File: src/rtl/regbank_pkg.sv
// Shared definitions for the dual-bus register bank.
// Assumes: a loading register chooses its source from two bus inputs;
// when both enables are set the B bus takes precedence.
package regbank_pkg;

    typedef enum logic [1:0] {
        LD_HOLD   = 2'd0,
        LD_FROM_A = 2'd1,
        LD_FROM_B = 2'd2
    } ld_src_e;

    // Select the capture source; B wins over A when both are requested.
    function automatic ld_src_e pick_src(input logic from_a, input logic from_b);
        if (from_b) return LD_FROM_B;
        if (from_a) return LD_FROM_A;
        return LD_HOLD;
    endfunction

endpackage

File: src/rtl/rb_cell.sv
// One storage word of the register bank.
// Captures the A or B bus input on the rising edge when enabled, holds
// otherwise. Assumes a synchronous active-low reset that clears the word.
module rb_cell
    import regbank_pkg::*;
#(
    parameter int WIDTH = 16
) (
    input  logic             clk,
    input  logic             rst_n,
    input  logic             ld_a,
    input  logic             ld_b,
    input  logic [WIDTH-1:0] bus_a,
    input  logic [WIDTH-1:0] bus_b,
    output logic [WIDTH-1:0] q
);

    ld_src_e src;

    // Decode the capture source for this cycle.
    always_comb src = pick_src(ld_a, ld_b);

    // Storage update: reset, capture from a bus, or hold.
    always_ff @(posedge clk) begin
        if (!rst_n) begin
            q <= '0;
        end else begin
            case (src)
                LD_FROM_A: q <= bus_a;
                LD_FROM_B: q <= bus_b;
                default:   q <= q;
            endcase
        end
    end

endmodule

File: src/rtl/rb_bus_sel.sv
// Bus driver model for one bus: selects the word of the lowest-index
// enabled register, reports whether any register drives and whether
// more than one does. Assumes an idle bus must read as all zeros.
module rb_bus_sel #(
    parameter int NREG  = 8,
    parameter int WIDTH = 16
) (
    input  logic [NREG-1:0]            en,
    input  logic [NREG-1:0][WIDTH-1:0] words,
    output logic [WIDTH-1:0]           out,
    output logic                       valid,
    output logic                       multi
);

    localparam int CW = $clog2(NREG + 1);

    logic [CW-1:0] drv_cnt;

    // Priority select: scanning downward leaves the lowest index last.
    always_comb begin
        out = '0;
        for (int i = NREG - 1; i >= 0; i--) begin
            if (en[i]) out = words[i];
        end
    end

    // Count active drivers to flag contention.
    always_comb begin
        drv_cnt = '0;
        for (int i = 0; i < NREG; i++) begin
            drv_cnt = drv_cnt + CW'(en[i]);
        end
    end

    assign valid = |en;
    assign multi = (drv_cnt > CW'(1));

endmodule

File: src/rtl/regbank_dual_bus.sv
// Dual-bus general-purpose register bank.
// Every register has its own drive and load enables for the A and B
// buses. Bus outputs are combinational from the stored words, so a load
// becomes visible only in the cycle after its edge (no write bypass).
// Forbidden control combinations are resolved, not prevented: the lowest
// driver wins a bus, B wins a double load, and both cases are flagged.
// DUAL_DRIVE=0 forbids one register on both buses; it then drives A only.
module regbank_dual_bus #(
    parameter int NREG       = 8,
    parameter int WIDTH      = 16,
    parameter bit DUAL_DRIVE = 1'b1
) (
    input  logic             clk,
    input  logic             rst_n,
    input  logic [NREG-1:0]  drv_a_en,
    input  logic [NREG-1:0]  drv_b_en,
    input  logic [NREG-1:0]  ld_a_en,
    input  logic [NREG-1:0]  ld_b_en,
    input  logic [WIDTH-1:0] bus_a_in,
    input  logic [WIDTH-1:0] bus_b_in,
    output logic [WIDTH-1:0] bus_a_out,
    output logic [WIDTH-1:0] bus_b_out,
    output logic             bus_a_valid,
    output logic             bus_b_valid,
    output logic             drive_conflict,
    output logic             load_conflict
);

    logic [NREG-1:0][WIDTH-1:0] reg_q;
    logic [NREG-1:0]            drv_b_eff;
    logic                       both_drive;
    logic                       multi_a;
    logic                       multi_b;

    // Storage: one cell per register.
    for (genvar g = 0; g < NREG; g++) begin : g_cell
        rb_cell #(.WIDTH(WIDTH)) u_cell (
            .clk   (clk),
            .rst_n (rst_n),
            .ld_a  (ld_a_en[g]),
            .ld_b  (ld_b_en[g]),
            .bus_a (bus_a_in),
            .bus_b (bus_b_in),
            .q     (reg_q[g])
        );
    end

    // Dual-drive policy: pass B enables through, or mask those already on A.
    if (DUAL_DRIVE) begin : g_dual
        assign drv_b_eff  = drv_b_en;
        assign both_drive = 1'b0;
    end else begin : g_single
        assign drv_b_eff  = drv_b_en & ~drv_a_en;
        assign both_drive = |(drv_a_en & drv_b_en);
    end

    // A bus driver.
    rb_bus_sel #(.NREG(NREG), .WIDTH(WIDTH)) u_sel_a (
        .en    (drv_a_en),
        .words (reg_q),
        .out   (bus_a_out),
        .valid (bus_a_valid),
        .multi (multi_a)
    );

    // B bus driver.
    rb_bus_sel #(.NREG(NREG), .WIDTH(WIDTH)) u_sel_b (
        .en    (drv_b_eff),
        .words (reg_q),
        .out   (bus_b_out),
        .valid (bus_b_valid),
        .multi (multi_b)
    );

    // Conflict reporting for the sequencing logic's verification.
    assign drive_conflict = multi_a | multi_b | both_drive;
    assign load_conflict  = |(ld_a_en & ld_b_en);

endmodule

File: config.mk
export PLATFORM = sky130hd
export DESIGN_NAME = regbank_dual_bus
export DESIGN_NICKNAME = d
export VERILOG_FILES = /design/src/rtl/regbank_pkg.sv /design/src/rtl/rb_cell.sv /design/src/rtl/rb_bus_sel.sv /design/src/rtl/regbank_dual_bus.sv
export SDC_FILE = /design/constraint.sdc
export NUM_CORES = 1
export LEC_CHECK = 0
export BUFFER_PORTS_ARGS = -buffer_cell sky130_fd_sc_hd__buf_2
export CAP_MARGIN = 25
export CORE_MARGIN = 5
export CORE_UTILIZATION = 55
export DETAILED_ROUTE_END_ITERATION = 12
export MAX_ROUTING_LAYER = met4
export PLACE_DENSITY = 0.76
export SLEW_MARGIN = 20
export SYNTH_ARGS = -nofsm -noshare
export SYNTH_HDL_FRONTEND = slang
export SYNTH_SLANG_ARGS = --single-unit
File: constraint.sdc
create_clock -name clk -period 11.21 [get_ports clk]
set_clock_uncertainty 0.2 [all_clocks]
set_input_delay 1.121 -clock clk [delete_from_list [all_inputs] [get_ports clk]]
set_output_delay 1.121 -clock clk [all_outputs]
set_load 0.005 [all_outputs]
## Word level (Yosys, flattened, before mapping)

Cells that the tools add are included.

| word-level totals | value |
|---|---|
| register bits | 128 |
| bits of input ports | 66 |
| output and inout bits | 36 |
| word-level logic and storage cells | 133 |

| operators by class | value |
|---|---|
| add/subtract/negate cells | 14 |
| magnitude comparators | 2 |
| eq/ne operators | 16 |
| muxes and demuxes | 80 |
| bitwise operators | 2 |
| reduce and logical (&&, ||, !) cells | 11 |

Operators by type and width:

| kind | number |
|---|---|
| $mux 16 | 16 |
| $pmux 16 s2 | 8 |
| $mux 2 | 32 |
| $add 4x1->4 | 12 |
| $mux 1 | 24 |
| $reduce_or 8->1 | 3 |
| $eq 2x1->1 const B | 8 |
| $eq 2x2->1 const B | 8 |
| $reduce_bool 2->1 | 8 |
| $and 8x8->8 | 1 |
| $gt 4x1->1 const B | 2 |
| $add 1x1->2 | 2 |
| $or 1x1->1 | 1 |

## Logic depth before layout (Yosys ltp)

| logic depth | value |
|---|---|
| depth in word-level cells | 9 |
| mapped depth | 15 |

## Cells and area by module

A second synthesis with hierarchy kept.

| second synthesis, totals | value |
|---|---|
| cell total of the unflattened synthesis | 963 |
| area total of the unflattened synthesis | 9484.1 µm² |

By module, submodules not included:

| module | instances | cells an instance | area each (µm²) |
|---|---|---|---|
| rb_cell | 8 | 71 | 852.1 |
| rb_bus_sel at u_sel_b | 1 | 227 | 1534.0 |
| rb_bus_sel at u_sel_a | 1 | 162 | 1091.0 |
| regbank_dual_bus | 1 | 6 | 42.5 |

## Worst setup path after synthesis

OpenSTA, ideal clock, no wires.

| timing | value |
|---|---|
| path type | input to output |
| start | input port drv_a_en[0] |
| end | output port drive_conflict |
| data arrival time | 3.879 ns |
| path slack | 6.010 ns |
| stages | 14 |
| buffers on the path | 2 |
| path through | clkbuf_1 -> inv_1 -> clkbuf_1 -> ha_1 -> inv_1 -> fa_1 -> fa_1 -> inv_1 -> fa_1 -> inv_1 -> fa_1 -> a211oi_1 -> mux2_2 -> nand4_1 |

| between the ends | value |
|---|---|
| cells in the longest elaborated chain, start to end | 9 |

Ends and longest elaborated chain:

| element | RTL line | RTL |
|---|---|---|
| start: declaration | regbank_dual_bus.sv:15 | `input logic [NREG-1:0] drv_a_en,` |
| $add 1x1->2 | rb_bus_sel.sv:31 | `drv_cnt = drv_cnt + CW'(en[i]);` |
| $add 4x1->4 (6 in a row) | rb_bus_sel.sv:31 |  |
| $gt 4x1->1 | rb_bus_sel.sv:36 | `assign multi = (drv_cnt > CW'(1));` |
| $or 1x1->1 | regbank_dual_bus.sv:76 | `assign drive_conflict = multi_a \| multi_b \| both_drive;` |
| end: declaration | regbank_dual_bus.sv:25 | `output logic drive_conflict,` |

Every way passes these cells.

## Worst setup path in the final report

Ends and elaborated chain as after synthesis.

==> metrics.yaml <==
end_kind: "output port"
die_width_um: 137
holdCritPathClass: "register to register"
wl_met2_mm: 14.0
placed_cells: 1378
critPathRequiredTime_ns: 9.89
grt_pass1_wl_mm: 48.6
grt_pass1_vias: 8282
dp_hpwl_mm: 21.3
ant_nets: 0
setup_tns_ns: 0
root_buffer: "clkbuf_16"
synth.yosys.seq_area_share_pct: 28.8
area_growth_pct: 9.52
p_leak_uw: 0.00424
clock.fmax_ghz: 0.171
yosys.area.top_type_share_pct: 28.8
ioPinCount: 102
status: "finished, final reports clean"
drt_wl_total_mm: 32.0
synth_common_cells: "172 x nand2_1, 166 x o21ai_0, 128 x and2_1, 128 x dfxtp_1, 128 x mux2i_1"
slowest_stage: "fa_1"
tightest_slew_ns: 1.03
placed_area_um2: 9160
fp.coreArea_um2: 15900
slew_headroom_pct: 30.8
finalSetupViolations: 0
powerDensity_nw_per_um2: 136
wl_met1_mm: 13.2
grt_start_max_net_pins: 129
final_nets: 1264
reg_top3: "g_cell.u_cell.q: 128 flops"
grt.overflow.total: 0
postSynthAreaPerCell_um2: 7.53
yosysTopAreaCell: "dfxtp_1"
cts_made_buffers: 17
irDropWorstVdd_mv: 0.145
crit_path_cell_trace: "buf_2 > inv_1 > ha_1 > inv_1 > fa_1 > fa_1 > inv_1 > fa_1 > inv_1 > fa_1 > a211oi_1 > mux2_2 > nand4_1 > buf_2"
vias_per_cell: 6.34
clk_pin_slew_worst_paths_ns: 0.06
synthArstFlopShare_pct: 0
regMostFlops: "g_cell.u_cell.q"
finalNonFillerCells: 1412
hold_slack_ns: 0.445
rows: 46
htree_levels: 4
hold_viol_final: 0
die_h_um: 137
cp_max_fo: 26
final_area_um2: 9740
drt_pre_antenna_iters: 7
dr_wl_met3_mm: 3.53
min_period_over_period_pct: 52.1
start_util_pct: 56.0
die-area_um2: 18800
drive_gt1_share_pct: 12.1
cts_tree: "built"
portBuffers: 101
highest_layer: "met4"
p_clk_share_pct: 40.1
final_max_slew_viol_count: 0
setup.worst_path.class: "input port to output port"
antenna_found_initial: 1
dr_total_vias: 8946
p_int_uw: 904
arrival_ns: 4.52
maxCapViolCount: 0
start_kind: "input port"
min_period_ns: 5.84
globalplace.congestion: 1.02
synth_area_leaders: "dfxtp_1 29%, mux2i_1 14%, o21ai_0 9.3%"
cts_resized: 0
yosysMostFrequentCell: "nand2_1"
max_stage_delay_ns: 0.49
clk_latency_ns: 0.41
synth-edff-count: 0
switching_share_pct: 31.6
ys_seq_elements: 128
syn-cell-area_um2: 8890
largest_reg_flops: 128
post_cts_buffers: 0
synth_cell_type_count: 42
combPwrFrac_pct: 20.8
finalCoreUtilization_pct: 61.3
clockBufferDepth: 2
synth_cells: 1182
hold_buffers: 0
drt_iter0_drc: 1253
syn_nets: 1264
synth_ff_type: "dfxtp_1"
ys_warn_count: 0
grt.total_usage_pct: 35.1
wl_per_cell_um: 22.6
cts.sinks: 128
power_switching_uw: 418
seqPwrFrac_pct: 39.2
post-route-drc-count: 0
rsz0062_at_grt: "no"
## layout by cell type (no fill, tap or decap), types with 17 or more instances in the layout
cell       netlist  routed
a21oi_1         65      65
a221o_1         24      24
and2_1         128     128
buf_2           25     101
clkbuf_16        0      17
dfxtp_1        128     128
inv_1           44      44
mux2i_1        128     128
nand2_1        172     172
nor2_1          23      23
o21ai_0        166     166
o31ai_1         17      17
## routing by layer
layer  vias to the layer above  track usage (%)
met5                         -                -
met4                         0             13.7
met3                       117             7.85
met2                       577             52.2
met1                      4155             46.5
li1                       4097                -
## critical path, delay by kind of cell
family / cells / cell delay [ns]
compound gates: 1 / 0.22
fa+ha+maj: 5 / 1.86
buf+inv: 6 / 1.06
mux: 1 / 0.18
simple gates: 1 / 0.08
## area by class of cell
cell class,count,area (um^2)
clock buffers,20,447
repair buffers,111,597
inverters,45,169
multi-input cells,879,5580
fillers,1468,6140
flip-flops and latches,128,2560
clock inverters,12,110
diodes,1,2.50
well taps,216,270
## stage by stage
stage / power, uW / setup WS, ns
global route: 1370 / 5.21
detailed placement: 792 / 5.43
finish: 1320 / 5.37
CTS: 1320 / 5.41
floorplan: 702 / 6.01
global placement: 784 / 5.49
## power by group through the flow
| stage | Clock, uW | Combinational, uW | Sequential (uW) |
|---|---|---|---|
| 2_1_floorplan | 0 | 191 | 511 |
| 3_3_place_gp | 0 | 259 | 525 |
| 3_5_place_dp | 0 | 267 | 525 |
| 4_1_cts | 531 | 268 | 516 |
| 5_1_grt | 551 | 300 | 521 |
| 6_report | 530 | 275 | 518 |
## kinds of logic (layout without fill, tap and decap cells)
kind of cell             Yosys count  count (layout)  synth area share (%)
buffers and inverters            175             188                  8.41
adder cells (fa/ha/maj)           16              16                  2.93
other                              0               1                     0
AO/OA/AOI/OAI                    331             331                  22.5
flip-flops                       128             128                  28.8
multiplexers                     129             129                  14.5
AND/OR/NAND/NOR                  403             403                  22.8
## worst paths after layout
check                           endpoint                    from  slack [ns]  cells past startpoint
hold reg to reg   g_cell[4].u_cell.q[12]  g_cell[4].u_cell.q[12]        0.44                      3
setup reg to reg   g_cell[1].u_cell.q[2]   g_cell[1].u_cell.q[2]       10.04                      3
hold / removal    g_cell[4].u_cell.q[12]  g_cell[4].u_cell.q[12]        0.44                      3
setup / recovery          drive_conflict             drv_a_en[0]        5.37                     14
Power figures use the tool's default switching activity.
